File: src/rtl/itb_pkg.sv
package itb_pkg;
  localparam int COND_W = 4;
  localparam int FLAG_N = 3;
  localparam int FLAG_Z = 2;
  localparam int FLAG_C = 1;
  localparam int FLAG_V = 0;

  typedef enum logic [2:0] {
    BT_ZERO   = 3'd0,
    BT_CARRY  = 3'd1,
    BT_NEG    = 3'd2,
    BT_OVF    = 3'd3,
    BT_HIGHER = 3'd4,
    BT_GE     = 3'd5,
    BT_GT     = 3'd6,
    BT_ALWAYS = 3'd7
  } base_test_e;
endpackage

File: src/rtl/itb_cond_eval.sv
module itb_cond_eval
  import itb_pkg::*;
(
  input  logic [COND_W-1:0] cond_i,
  input  logic [3:0]        flags_i,
  output logic              pass_o
);
  logic raw;
  base_test_e test;

  assign test = base_test_e'(cond_i[3:1]);

  always_comb begin
    unique case (test)
      BT_ZERO:   raw = flags_i[FLAG_Z];
      BT_CARRY:  raw = flags_i[FLAG_C];
      BT_NEG:    raw = flags_i[FLAG_N];
      BT_OVF:    raw = flags_i[FLAG_V];
      BT_HIGHER: raw = flags_i[FLAG_C] & ~flags_i[FLAG_Z];
      BT_GE:     raw = flags_i[FLAG_N] == flags_i[FLAG_V];
      BT_GT:     raw = ~flags_i[FLAG_Z] & (flags_i[FLAG_N] == flags_i[FLAG_V]);
      default:   raw = 1'b1;
    endcase
  end

  // code 1111 has no inverse; treat as always
  assign pass_o = (test == BT_ALWAYS) ? 1'b1 : (raw ^ cond_i[0]);
endmodule

File: src/rtl/itb_state_reg.sv
module itb_state_reg
  import itb_pkg::*;
#(
  parameter int MAX_SLOTS = 4,
  localparam int LEN_W = $clog2(MAX_SLOTS),
  localparam int ST_W  = COND_W + MAX_SLOTS
) (
  input  logic                 clk_i,
  input  logic                 rst_i,
  input  logic                 load_i,
  input  logic [COND_W-1:0]    ld_cond_i,
  input  logic [LEN_W-1:0]     ld_len_i,
  input  logic [MAX_SLOTS-2:0] ld_else_i,
  input  logic                 advance_i,
  input  logic                 restore_i,
  input  logic [ST_W-1:0]      restore_state_i,
  output logic [ST_W-1:0]      state_o,
  output logic                 in_block_o,
  output logic                 load_err_o
);
  logic [ST_W-1:0]      state_q;
  logic [ST_W-1:0]      built_state;
  logic [ST_W-1:0]      adv_state;
  logic [MAX_SLOTS-1:0] mask;
  logic [MAX_SLOTS-2:0] else_used;
  logic                 in_blk;
  logic                 bad_load;
  logic                 err_q;

  assign in_blk = |state_q[MAX_SLOTS-1:0];

  // assemble slot mask with a trailing one after the last slot
  always_comb begin
    mask      = '0;
    else_used = '0;
    for (int j = 0; j < MAX_SLOTS - 1; j++) begin
      if (j < int'(ld_len_i)) begin
        mask[MAX_SLOTS-1-j] = ld_cond_i[0] ^ ld_else_i[j];
        else_used[j]        = ld_else_i[j];
      end
    end
    mask[MAX_SLOTS-1-int'(ld_len_i)] = 1'b1;
  end

  assign built_state = {ld_cond_i[COND_W-1:1], ld_cond_i[0], mask};
  assign bad_load    = (ld_cond_i == 4'b1111) ||
                       ((ld_cond_i == 4'b1110) && (|else_used));

  always_comb begin
    if (state_q[MAX_SLOTS-2:0] == '0)
      adv_state = '0;
    else
      adv_state = {state_q[ST_W-1:MAX_SLOTS+1], state_q[MAX_SLOTS-1:0], 1'b0};
  end

  always_ff @(posedge clk_i) begin
    if (rst_i) begin
      state_q <= '0;
      err_q   <= 1'b0;
    end else begin
      err_q <= 1'b0;
      if (restore_i) begin
        state_q <= restore_state_i;
      end else begin
        if (in_blk && advance_i)
          state_q <= adv_state;
        if (load_i) begin
          if (in_blk || bad_load)
            err_q <= 1'b1;
          else
            state_q <= built_state;
        end
      end
    end
  end

  assign state_o    = state_q;
  assign in_block_o = in_blk;
  assign load_err_o = err_q;

  // a load inside a block is refused and flagged
  a_r6_reject_nested: assert property (@(posedge clk_i) disable iff (rst_i)
    (in_blk && load_i && !advance_i && !restore_i) |=> (err_q && $stable(state_q)));

  // advancing past the last slot closes the block
  a_r5_block_ends: assert property (@(posedge clk_i) disable iff (rst_i)
    (in_blk && advance_i && !restore_i && state_q[MAX_SLOTS-2:0] == '0) |=> !in_blk);

  // idle advance keeps the field clear
  a_r9_idle_stays: assert property (@(posedge clk_i) disable iff (rst_i)
    (!in_blk && !load_i && !restore_i) |=> (state_q == '0));

  // restore takes priority
  a_r8_restore_wins: assert property (@(posedge clk_i) disable iff (rst_i)
    restore_i |=> (state_q == $past(restore_state_i) && !err_q));

  // reserved code never opens a block
  a_r7_reserved_code: assert property (@(posedge clk_i) disable iff (rst_i)
    (!in_blk && load_i && !restore_i && ld_cond_i == 4'b1111) |=> (err_q && !in_blk));
endmodule

File: src/rtl/itb_tracker.sv
module itb_tracker
  import itb_pkg::*;
#(
  parameter int MAX_SLOTS = 4,
  localparam int LEN_W = $clog2(MAX_SLOTS),
  localparam int ST_W  = COND_W + MAX_SLOTS
) (
  input  logic                 clk_i,
  input  logic                 rst_i,
  input  logic                 load_i,
  input  logic [COND_W-1:0]    ld_cond_i,
  input  logic [LEN_W-1:0]     ld_len_i,
  input  logic [MAX_SLOTS-2:0] ld_else_i,
  input  logic                 advance_i,
  input  logic [3:0]           flags_i,
  input  logic                 restore_i,
  input  logic [ST_W-1:0]      restore_state_i,
  output logic                 cond_pass_o,
  output logic                 in_block_o,
  output logic [ST_W-1:0]      state_o,
  output logic                 load_err_o
);
  logic [ST_W-1:0] state;
  logic            in_blk;
  logic            eval_pass;

  itb_state_reg #(.MAX_SLOTS(MAX_SLOTS)) u_state (
    .clk_i           (clk_i),
    .rst_i           (rst_i),
    .load_i          (load_i),
    .ld_cond_i       (ld_cond_i),
    .ld_len_i        (ld_len_i),
    .ld_else_i       (ld_else_i),
    .advance_i       (advance_i),
    .restore_i       (restore_i),
    .restore_state_i (restore_state_i),
    .state_o         (state),
    .in_block_o      (in_blk),
    .load_err_o      (load_err_o)
  );

  itb_cond_eval u_eval (
    .cond_i  (state[ST_W-1 -: COND_W]),
    .flags_i (flags_i),
    .pass_o  (eval_pass)
  );

  assign cond_pass_o = !in_blk || eval_pass;
  assign in_block_o  = in_blk;
  assign state_o     = state;

  // outside a block nothing is squashed
  a_r4_idle_pass: assert property (@(posedge clk_i) disable iff (rst_i)
    !in_block_o |-> cond_pass_o);

  // an accepted load opens the block
  a_r2_load_opens: assert property (@(posedge clk_i) disable iff (rst_i)
    (!in_block_o && load_i && !restore_i && ld_cond_i[3:1] != 3'b111) |=> in_block_o);
endmodule

File: config.mk
export PLATFORM = sky130hd
export DESIGN_NAME = itb_tracker
export DESIGN_NICKNAME = d
export VERILOG_FILES = /design/src/rtl/itb_pkg.sv /design/src/rtl/itb_cond_eval.sv /design/src/rtl/itb_state_reg.sv /design/src/rtl/itb_tracker.sv
export SDC_FILE = /design/constraint.sdc
export NUM_CORES = 1
export LEC_CHECK = 0
export ABC_AREA = 1
export CAP_MARGIN = 20
export CORE_MARGIN = 2
export CORE_UTILIZATION = 42
export DETAILED_ROUTE_END_ITERATION = 8
export MAX_ROUTING_LAYER = met4
export PLACE_DENSITY_LB_ADDON = 0.3
export SYNTH_ARGS = -nofsm -noshare
export SYNTH_HDL_FRONTEND = slang
export SYNTH_SLANG_ARGS = --single-unit
File: constraint.sdc
create_clock -name clk_i -period 1.8 [get_ports clk_i]
set_clock_uncertainty 0.05 [all_clocks]
set_input_delay 0.45 -clock clk_i [delete_from_list [all_inputs] [get_ports clk_i]]
set_output_delay 0.45 -clock clk_i [all_outputs]
set_load 0.02 [all_outputs]
Word level (Yosys, flattened, before mapping)
Index checks and enable logic that the tools add are counted.
W data, S select, Z words.
Word-level totals
  flip-flop bits (word level): 9
  bits of input ports: 26
  word-level logic and storage cells: 55
Operators by class
  add/subtract/negate cells: 1
  magnitude comparators: 5
  equal/unequal tests: 10
  multiplexer cells: 16
  bitwise operators: 9
  reduce and logical (&&, ||, !) cells: 12
Operators with widths (number)
  $mux W8: 5
  $ge A32 B1 Y1 const B: 1
  $lt A32 B4 Y1 const B: 1
  $eq A3 B3 Y1 const B: 4
  $mux W1: 9
  $eq A4 B4 Y1 const B: 2
  $pmux W1 S7: 1
  $eq A3 B2 Y1 const B: 2
  $logic_not A3 Y1: 2
  $reduce_or A3 Y1: 2
  $lt A1 B2 Y1 const A: 2
  $or A4 B4 Y4: 1
  $reduce_or A4 Y1: 1
  $xor A1 B1 Y1: 4
  $eq A3 B1 Y1 const B: 1
  $logic_and A1 B1 Y1: 3
  $logic_or A1 B1 Y1: 3
  $sub A2 B2 Y3 const A: 1
  $and A1 B1 Y1: 2
  $demux W1 S2: 1
  $lt A2 B2 Y1 const A: 1
  $not A1 Y1: 2
  $eq A1 B1 Y1: 1
  $logic_not A1 Y1: 1

Longest topological paths before layout
Gate-level depths: netlist of the first run.
  depth in word-level cells: 9
  mapped depth: 9
  depth with buffers taken out: 9

By module
Synthesis of the first run repeated with hierarchy kept, for this count alone.
Unflattened totals
  cells, all modules: 141
  area total of the unflattened synthesis: 788.3 um^2
Modules (own cells, without submodules)
  itb_state_reg: times used 1, cells each 110, area an instance 646.9 um^2, sequential area each 180.2 um^2
  itb_cond_eval: times used 1, cells each 29, area an instance 133.9 um^2, sequential area each 0.0 um^2
  itb_tracker: times used 1, cells each 2, area an instance 7.5 um^2, sequential area each 0.0 um^2

Worst setup path before layout of the first run
No wires, ideal clock.
  path type: register to output
  start point: reg u_state.state_q[6], in the netlist u_state.state_o[6]
  end point: out cond_pass_o
  data arrival time: 1.224 ns
  required time: 1.300 ns
  setup slack: 0.076 ns
  stages on the path, launching flop included: 8
  buffers on the path: 1
  cells stage by stage: dfxtp_1 > clkbuf_2 > nor2_1 > a21oi_1 > nand4_1 > nand2_1 > nand2_1 > nand3b_1
On the way
  cells in the longest elaborated chain, start to end: 5
RTL lines
  from (decl): line itb_state_reg.sv:21  | logic [ST_W-1:0] state_q;
  from (signal assigned): line itb_state_reg.sv:63  | state_q <= restore_state_i;
  from (signal assigned): line itb_state_reg.sv:66  | state_q <= adv_state;
  from (signal assigned): line itb_state_reg.sv:71  | state_q <= built_state;
  $eq A3 B3 Y1 (tied with other cells): line itb_cond_eval.sv:14  | unique case (test)
  $pmux W1 S7: line itb_cond_eval.sv:14
  $xor A1 B1 Y1: line itb_cond_eval.sv:27  | assign pass_o = (test == BT_ALWAYS) ? 1'b1 : (raw ^ cond_i[0]);
  $mux W1 *: line itb_cond_eval.sv:27
  $logic_or A1 B1 Y1 *: line itb_tracker.sv:48  | assign cond_pass_o = !in_blk || eval_pass;
  to (decl): line itb_tracker.sv:18  | output logic cond_pass_o,
Every way passes the cells marked *; elsewhere a longest branch is shown, timed or not.

Worst setup path in the final report of the first run
Ends and elaborated chain as after synthesis.

==> results.txt, run 1 <==
F_max -> 0.553 GHz
Sequential share of power -> 0.317
Routed Antenna Nets -> 0
Initial core utilization -> 0.440
DIE HEIGHT -> 46.1 um
Largest net degree at the start of global routing -> 11
Final worst slack -> -7.03 ps
Net Sw Frac -> 0.361
Post-layout util -> 0.724
Status -> complete, but fails checks
RSZ-0062 raised after global routing -> true
MaxCap Viol Count -> 0
Post-Synth XOR/XNOR Area -> 0.0118
Setup CP Type -> reg -> out
Post-CTS Hold Fix Bufs -> 0
Critical path required time -> 1300 ps
Seq cells post-synth -> 9
Largest family of logic cells by synthesized area -> simple AND/OR/NAND/NOR gates
1st-iter DRT viols -> 25
Total die area -> 2120 um2
CTS root buf -> clkbuf_4
Max-slew violation count -> 0
Worst Reg2Reg Path Length in Cells -> 9
Hold Path Class -> reg -> reg
Max VDD drop -> 304 uV
Synth Area in Simple Gates -> 0.589
I/O Pins -> 37
Mux cell area share after synthesis -> 0.0135
Ys Warns -> 0
WL/cell -> 10.2 um
CTS tree -> yes
Worst path slowest cell -> dfxtp_4
GRT Util Overall -> 0.199
Pint -> 0.471 mW
Hold Path Stages -> 4
Die Span X -> 46.1 um
Largest stage delay, worst path -> 370 ps
Critical path endpoint category -> output pin
Synth Area in Compound Gates -> 0.0589
Max FO, Critical Path -> 6
Port buffer count -> 36
Crit-path cells -> buf_4, nand3_1, nand4_1, nand3b_1, nand3b_1, buf_6
Max Root-Sink Buffers -> 2
Leakage power total -> 0.635 nW
Antenna violations before repair -> 0
CTS buffer count -> 3
Worst slew pin tran -> 372 ps
Clk_lat worst skew -> 260 ps
Area delta synth->final -> 64.6%
Synthesized area -> 743 um2
Drt drc -> 0
Drt first pass iters -> 4
Post-layout min period -> 1810 ps
Logic pwr share -> 0.468
Critical Path AT -> 1310 ps
Crit start category -> flip-flop
Mean Syn Cell Area -> 5.90 um2
Yosys cell types -> 21
Vias in the first global route -> 854
Post-synthesis sequential area ratio -> 0.242
Final setup fails -> 1
Filler cell count -> 151
TritonCTS Sinks -> 9
H-tree Lvls -> 1
Layout cells sized above 1 -> 0.206
PwrDens -> 602 nW/um2
Ant diodes -> 0
Core area -> 1690 um2
GP Congestion -> 0.830
Grt ovf -> 0
Synth Area in Adders -> 0
Final nets -> 202
Post-DP HPWL -> 1.59 mm
Failing checks -> setup timing
Clock network fraction of design power -> 0.215
Syn nets -> 152
Worst-path clk slew -> 60 ps
Row count -> 15
Crit share post-route -> 1.00
Drt total wl -> 1.95 mm
Final hold violations -> 0
First-pass GRT wire length -> 2.99 mm
Worst slew margin -> 0.752
Routed vias -> 965
Post-DR vias/cell -> 5.03
Post-Synthesis Cells -> 126
NetSw -> 0.266 mW
Final Total Pwr -> 0.737 mW
CP most frequent cell -> nand3b_1
## repair_timing
item                                    in CTS  in global routing
pin swaps                                    2                  3
cloned                                       0                  0
buffers inserted                             1                  0
endpoints found under the setup margin       7                  3
gates resized for setup                     21                 16
## worst paths after layout
kind | startpoint | end | slack [ps]
worst max-delay path | u_state.state_o[6]$_SDFF_PP0_ | cond_pass_o | -7
worst min-delay path | u_state.state_o[7]$_SDFF_PP0_ | u_state.state_o[7]$_SDFF_PP0_ | 570
worst max register to register | u_state.state_o[0]$_SDFF_PP0_ | u_state.state_o[1]$_SDFF_PP0_ | 500
worst min register to register | u_state.state_o[7]$_SDFF_PP0_ | u_state.state_o[7]$_SDFF_PP0_ | 570
## power groups by stage
| stage | sequential (mW) | combinational [mW] | clock, mW |
|---|---|---|---|
| after detailed placement | 0.235 | 0.351 | 0 |
| after floorplan | 0.258 | 0.157 | 0 |
| after global placement | 0.235 | 0.343 | 0 |
| after global routing | 0.237 | 0.378 | 0.170 |
| final | 0.234 | 0.345 | 0.158 |
| after CTS | 0.231 | 0.345 | 0.161 |
## state kept, by name, indices dropped and copies added, names as in the netlist
register and count:
u_state.state_o 8, u_state.load_err_o 1
## worst max-delay path: cells and delay by family, from the launching register on
family        cells  cell delay [ps]
buf+inv           2              270
simple gates      4              410
flops             1              370
## logic make-up (layout without fill, tap and decap cells)
| kind of cell | after synthesis | after routing |
|---|---|---|
| XOR/XNOR | 1 | 1 |
| buffers and inverters | 15 | 64 |
| AO/OA/AOI/OAI | 8 | 8 |
| AND/OR/NAND/NOR | 92 | 92 |
| multiplexers | 1 | 1 |
| flip-flops | 9 | 9 |
## cells in the mapped netlist, drive strengths merged
| master | number | share of area |
|---|---|---|
| nand4 | 7 | 0.059 |
| mux2i | 1 | 0.013 |
| nor2 | 9 | 0.052 |
| a21oi | 4 | 0.032 |
| xnor2 | 1 | 0.012 |
| dfxtp | 9 | 0.24 |
| buf | 1 | 0.010 |
| nand2 | 51 | 0.27 |
| nand3 | 21 | 0.16 |
| nand3b | 4 | 0.045 |
| inv | 12 | 0.061 |
| o21ai | 4 | 0.027 |
| clkinv | 1 | 0.0067 |
| clkbuf | 1 | 0.0067 |
## layer usage
metal / part of all wire / GRT usage
met1: 0.41 / 0.184
met2: 0.54 / 0.394
met3: 0.031 / 0.0235
met4: 0.020 / 0.0857
met5: 0 / -
## layout make-up
| class | count | area, um2 | area share |
|---|---|---|---|
| flip-flops and latches | 9 | 188 | 0.153 |
| clock buffers | 4 | 26.3 | 0.0215 |
| multi-input cells | 102 | 517 | 0.422 |
| inverters | 13 | 52.6 | 0.0429 |
| repair buffers | 47 | 419 | 0.343 |
| well taps | 17 | 21.3 | 0.0174 |
## placed cells by master (no fill, tap or decap), drive strengths merged
master / count
nand4: 7
clkdlybuf4s50: 24
clkinv: 1
nand3b: 4
nand2: 51
xnor2: 1
buf: 12
dlymetal6s2s: 1
dlygate4sd2: 6
nand3: 21
o21ai: 4
mux2i: 1
a21oi: 4
nor2: 9
inv: 12
dfxtp: 9
clkbuf: 8
## per-stage QoR
stage          cell area (um2)  worst slack, ps  cells  hold WS, ps  TNS, ps
2_1_floorplan              743             75.7    126          510        0
3_3_place_gp              1190             -719    187          544     -757
3_5_place_dp              1190             -823    187          557    -1220
4_1_cts                   1210            -90.9    192          564    -90.9
5_1_grt                   1220            -83.4    192          601    -83.4
6_report                  1220            -7.03    192          568    -7.03
Note: power is estimated with default switching activity, not from simulation.
==> inputs of run 2 (changes only) <==
--- a/config.mk
+++ b/config.mk
@@ -7,7 +7,6 @@
 export LEC_CHECK = 0
 export ABC_AREA = 1
 export CAP_MARGIN = 20
-export CORE_MARGIN = 2
 export CORE_UTILIZATION = 42
 export DETAILED_ROUTE_END_ITERATION = 8
 export MAX_ROUTING_LAYER = met4
==> run 2 against run 1 <==
Against the previous run:
- the flow finishes with violations (DRC)
- cell count did not move
- flip-flop and latch count did not move
- non-clock buffer count rose by 1
- clock power barely moved
- combinational power rose by 2%
- clock-buffer cell count did not move
- core utilization rose by 5.3 points
==> results.txt, run 2 (synthesized netlist as in run 1, its figures left out) <==
Sequential share of power -> 0.315 (-0.002)
Total die area -> 1940 um2 (-8.5%)
Drt total wl -> 2.17 mm (+11%)
Row count -> 14 (-1)
Reg2Reg Launch Point -> u_state.state_o[0]$_SDFF_PP0_
Routed vias -> 1,032 (+6.9%)
Setup CP Type -> reg -> out
GP Congestion -> 0.824 (-0.78%)
Max FO, Critical Path -> 6 (unchanged)
Hold Startpoint -> u_state.state_o[7]$_SDFF_PP0_
Largest net degree at the start of global routing -> 11 (unchanged)
Initial core utilization -> 0.471 (+0.0314)
RSZ-0062 raised after global routing -> true
Status -> complete, but fails checks
First-pass GRT wire length -> 3.61 mm (+21%)
Post-layout min period -> 1800 ps (-7.89 ps)
Vias in the first global route -> 941 (+10%)
Area delta synth->final -> 64.8%
H-tree Lvls -> 1 (unchanged)
Final nets -> 203 (+0.50%)
Setup Buffers After CTS -> 0 (-1)
Final Total Pwr -> 0.745 mW (+1.1%)
Leakage power total -> 0.638 nW (+0.52%)
Commonest cells after routing, fill and taps aside -> nand2_1, clkdlybuf4s50_1, nand3_1
PwrDens -> 608 nW/um2 (+0.96%)
I/O Pins -> 37 (unchanged)
Crit share post-route -> 1.00 (-0.00438)
Max VDD drop -> 380 uV (+25%)
Worst slew pin tran -> 390 ps (+18.8 ps)
Port buffer count -> 36 (unchanged)
Post-DR vias/cell -> 5.38 (+6.9%)
Drt drc -> 2 (+2)
Final worst slack -> 0.860 ps (+7.89 ps)
CTS tree -> yes
Setup Slack @ Placement -> -767 ps (+55.5 ps)
Net Sw Frac -> 0.365 (+0.00357)
1st-iter DRT viols -> 30 (+20%)
CTS root buf -> clkbuf_4
Antenna violations before repair -> 0 (unchanged)
Crit. Startpoint -> u_state.state_o[6]$_SDFF_PP0_
Clock network fraction of design power -> 0.211 (-0.004)
TritonCTS Sinks -> 9 (unchanged)
Commonest non-fill, non-tap cell in the layout -> nand2_1
Critical Path AT -> 1300 ps (about the same)
Clk_lat worst skew -> 260 ps (about the same)
Failing checks -> DRC
Drt first pass iters -> 8 (+4)
Max Root-Sink Buffers -> 2 (unchanged)
Post-Layout Inst Area -> 1220 um2 (+0.10%)
Crit start category -> flip-flop
Final setup fails -> 0 (-1)
Critical path required time -> 1300 ps (about the same)
Hold Path Class -> reg -> reg
CTS buffer count -> 3 (unchanged)
Max reg flops -> 8 (unchanged)
Grt ovf -> 0 (unchanged)
DIE HEIGHT -> 44.1 um (-4.3%)
NetSw -> 0.272 mW (+2.1%)
GRT Util Overall -> 0.250 (+0.0510)
MaxCap Viol Count -> 0 (unchanged)
Routed Antenna Nets -> 0 (unchanged)
Post-layout util -> 0.777 (+0.0525)
Pint -> 0.473 mW (+0.50%)
Max-slew violation count -> 0 (unchanged)
F_max -> 0.556 GHz (+0.44%)
Logic pwr share -> 0.474 (+0.006)
Worst-path clk slew -> 60 ps (about the same)
Filler cell count -> 129 (-15%)
Worst slew margin -> 0.739 (-0.0126)
Layout cells sized above 1 -> 0.199 (-0.00685)
Core area -> 1580 um2 (-6.7%)
WL/cell -> 11.3 um (+11%)
Die Span X -> 44.1 um (-4.3%)
Post-DP HPWL -> 1.76 mm (+10%)
Critical path endpoint category -> output pin
Final hold violations -> 0 (unchanged)
Post-CTS Hold Fix Bufs -> 0 (unchanged)
Ant diodes -> 0 (unchanged)
Area of placed instances -> 1200 um2 (+1.2%)
-- run 2: metal layers --
layer / wire length (um) / up-vias / global-route usage
met5: 0 / - / -
met4: 58 / 0 / 0.109
met3: 89 / 8 / 0.0204
met2: 1140 / 39 / 0.479
met1: 879 / 465 / 0.253
li1: - / 520 / -
-- run 2: worst paths after layout --
| check | endpoint | slack [ps] | depth (start not counted) |
|---|---|---|---|
| worst max-delay path | cond_pass_o | 0.9 | 7 |
| worst min-delay path | u_state.state_o[7]$_SDFF_PP0_ | 600 | 4 |
| worst max register to register | u_state.state_o[1]$_SDFF_PP0_ | 420 | 9 |
| worst min register to register | u_state.state_o[7]$_SDFF_PP0_ | 600 | 4 |
-- run 2: power groups by stage --
stage | registers (mW) | clock network [mW] | logic (mW)
finish | 0.234 | 0.157 | 0.353
global route | 0.237 | 0.172 | 0.384
CTS | 0.234 | 0.157 | 0.354
detailed placement | 0.237 | 0 | 0.358
global placement | 0.235 | 0 | 0.346
floorplan | 0.258 | 0 | 0.157
-- run 2: worst max-delay path, stage by stage (launching register included) --
cell	delay [ps]
dfxtp_2	390
nor2_1	70
a21oi_1	120
nand4_1	120
nand2_1	90
nand2_1	50
nand3b_1	90
buf_6	120
-- run 2: through the flow --
step,TNS [ps],hold slack (ps),instances
after floorplan,0,510,126
after global placement,-739,543,188
after detailed placement,-1130,587,188
after CTS,-3.10,609,192
after global routing,-76.2,658,192
final,0,604,192
-- run 2: final cells by class --
cell class / instances / area [um2] / share of cell area
tap: 16 / 20.0 / 0.0163
inverter: 13 / 50.0 / 0.0409
clock buffer: 4 / 26.3 / 0.0215
multi-input combinational: 102 / 514 / 0.420
timing repair buffer: 48 / 432 / 0.352
sequential: 9 / 183 / 0.149
-- run 2: what timing repair did --
action | CTS | global route
endpoints found under the hold margin | 0 | 0
setup endpoints to repair | 7 | 3
gates resized for setup | 28 | 5
pin swaps | 5 | 2
gates cloned | 0 | 0
==> inputs of run 3 (changes only) <==
--- a/config.mk
+++ b/config.mk
@@ -8,7 +8,9 @@
 export ABC_AREA = 1
 export CAP_MARGIN = 20
 export CORE_UTILIZATION = 42
+export CTS_BUF_LIST = sky130_fd_sc_hd__clkbuf_16
 export DETAILED_ROUTE_END_ITERATION = 8
+export GPL_TIMING_DRIVEN = 0
 export MAX_ROUTING_LAYER = met4
 export PLACE_DENSITY_LB_ADDON = 0.3
 export SYNTH_ARGS = -nofsm -noshare
==> run 3 against run 2 <==
Against the previous run:
- the run ends with setup timing left
- clock-buffer cell count shrank 1
- global-route usage grew 0.087 points
- total power grew 30%
- sequential power grew 2%
- first-iteration DRC count shrank 20%
- flip-flop and latch count is the same
- critical path depth grew 1
- via count shrank 6.8%
- combinational power shrank 5.7%
- hold slack lost 130 ps
- final area grew 0.82%
- critical path type is now in -> out
- largest cell class unchanged
- largest power group is now the clock network
==> results.txt, run 3 (synthesized netlist as in run 1, its figures left out) <==
PwrDens -> 781 nW/um2 (+28%)
Crit share post-route -> 1.01 (+0.0132)
CTS tree -> yes
Worst-path clk slew -> 40 ps (-20 ps)
Critical path required time -> 1300 ps (about the same)
Critical path endpoint category -> output pin
Worst slew pin tran -> 527 ps (+137 ps)
DIE HEIGHT -> 44.1 um (unchanged)
Clk_lat worst skew -> 240 ps (-20 ps)
Drt drc -> 0 (-2)
WL/cell -> 11.3 um (about the same)
Post-Place Cells -> 177 (-5.9%)
RSZ-0062 raised after global routing -> true
Final nets -> 194 (-4.4%)
Max FO, Critical Path -> 2 (-4)
Total die area -> 1940 um2 (unchanged)
Core area -> 1580 um2 (unchanged)
CTS buffer count -> 3 (unchanged)
Max VDD drop -> 540 uV (+42%)
First-pass GRT wire length -> 3.49 mm (-3.2%)
Post-Layout Inst Area -> 1230 um2 (+0.82%)
Leakage power total -> 0.617 nW (-3.3%)
Area of placed instances -> 1110 um2 (-7.3%)
Post-CTS Hold Fix Bufs -> 0 (unchanged)
TritonCTS Sinks -> 9 (unchanged)
Final setup fails -> 1 (+1)
Grt ovf -> 0 (unchanged)
Port buffer count -> 35 (-2.8%)
1st-iter DRT viols -> 24 (-20%)
Row count -> 14 (unchanged)
Layout cells sized above 1 -> 0.156 (-0.0432)
Routed Antenna Nets -> 0 (unchanged)
Max-slew violation count -> 0 (unchanged)
Filler cell count -> 124 (-3.9%)
CTS root buf -> clkbuf_16
Final hold violations -> 0 (unchanged)
Antenna violations before repair -> 0 (unchanged)
Worst hold margin -> 473 ps (-131 ps)
GRT Util Overall -> 0.250 (+0.000873)
Critical Path AT -> 1320 ps (+20 ps)
Failing checks -> setup timing
Setup CP Type -> in -> out
I/O Pins -> 37 (unchanged)
Final Total Pwr -> 0.965 mW (+30%)
Post-layout util -> 0.783 (+0.00635)
Max reg flops -> 8 (unchanged)
MaxCap Viol Count -> 0 (unchanged)
Ant diodes -> 0 (unchanged)
Final worst slack -> -22.9 ps (-23.8 ps)
Drt first pass iters -> 6 (-2)
Commonest non-fill, non-tap cell in the layout -> nand2_1
H-tree Lvls -> 1 (unchanged)
F_max -> 0.549 GHz (-1.3%)
Initial core utilization -> 0.471 (unchanged)
Die Span X -> 44.1 um (unchanged)
Setup Slack @ Placement -> -784 ps (-16.5 ps)
Routed vias -> 962 (-6.8%)
Finished Layout Cells -> 183 (-4.7%)
Setup_tns -> -22.9 ps (-22.9 ps)
Crit start category -> input pin
GP Congestion -> 0.785 (-4.7%)
Post-DR vias/cell -> 5.26 (-2.2%)
Largest net degree at the start of global routing -> 11 (unchanged)
Vias in the first global route -> 848 (-9.9%)
Max Root-Sink Buffers -> 2 (unchanged)
Area delta synth->final -> 66.2%
Commonest cells after routing, fill and taps aside -> nand2_1, clkdlybuf4s50_1, nand3_1
Post-DP HPWL -> 1.48 mm (-16%)
Drt total wl -> 2.07 mm (-4.7%)
Status -> complete, but fails checks
Worst slew margin -> 0.647 (-0.0919)
Post-layout min period -> 1820 ps (+23.8 ps)
Hold Path Class -> in -> reg
run 3: final timing paths:
check | start | end | slack, ps | depth (start not counted)
setup / recovery | flags_i[0] | cond_pass_o | -20 | 8
setup reg to reg | u_state.state_o[0]$_SDFF_PP0_ | u_state.state_o[1]$_SDFF_PP0_ | 510 | 8
hold / removal | load_i | u_state.load_err_o$_SDFF_PP0_ | 470 | 3
hold reg to reg | u_state.state_o[0]$_SDFF_PP0_ | u_state.state_o[0]$_SDFF_PP0_ | 590 | 4
run 3: per-layer routing:
layer  global-route usage  vias to the layer above  share of wire
li1                     -                      502              -
met2                0.412                       36           0.50
met5                    -                        -              0
met1                0.303                      419           0.43
met4                0.127                        0          0.024
met3               0.0245                        5          0.051
run 3: what timing repair did:
action | 4_1_cts | 5_1_grt
gates resized for setup | 13 | 17
setup buffers | 1 | 1
pin swaps | 1 | 7
setup endpoints to repair | 2 | 2
run 3: power breakdown:
| part | leakage (nW) | switching [mW] | total [mW] | internal [mW] |
|---|---|---|---|---|
| Sequential | 0.0751 | 0.0187 | 0.238 | 0.219 |
| Combinational | 0.500 | 0.175 | 0.333 | 0.158 |
| Clock | 0.0423 | 0.103 | 0.394 | 0.291 |
run 3: cell type report:
cell class                 count  area (um2)  area share
clock buffer                   3        75.1      0.0608
buffer                         2        18.8      0.0152
clock inverter                 1        3.75     0.00304
timing repair buffer          37         363       0.294
sequential                     9         183       0.148
multi-input combinational    102         522       0.422
inverter                      13        50.0      0.0405
tap                           16        20.0      0.0162
run 3: worst max-delay path: stages:
cell,delay (ps)
dlygate4sd2_1,250
xnor2_1,140
nand2_1,80
nand3_2,70
nand2_1,50
nand2_1,50
nand3b_1,80
buf_6,140
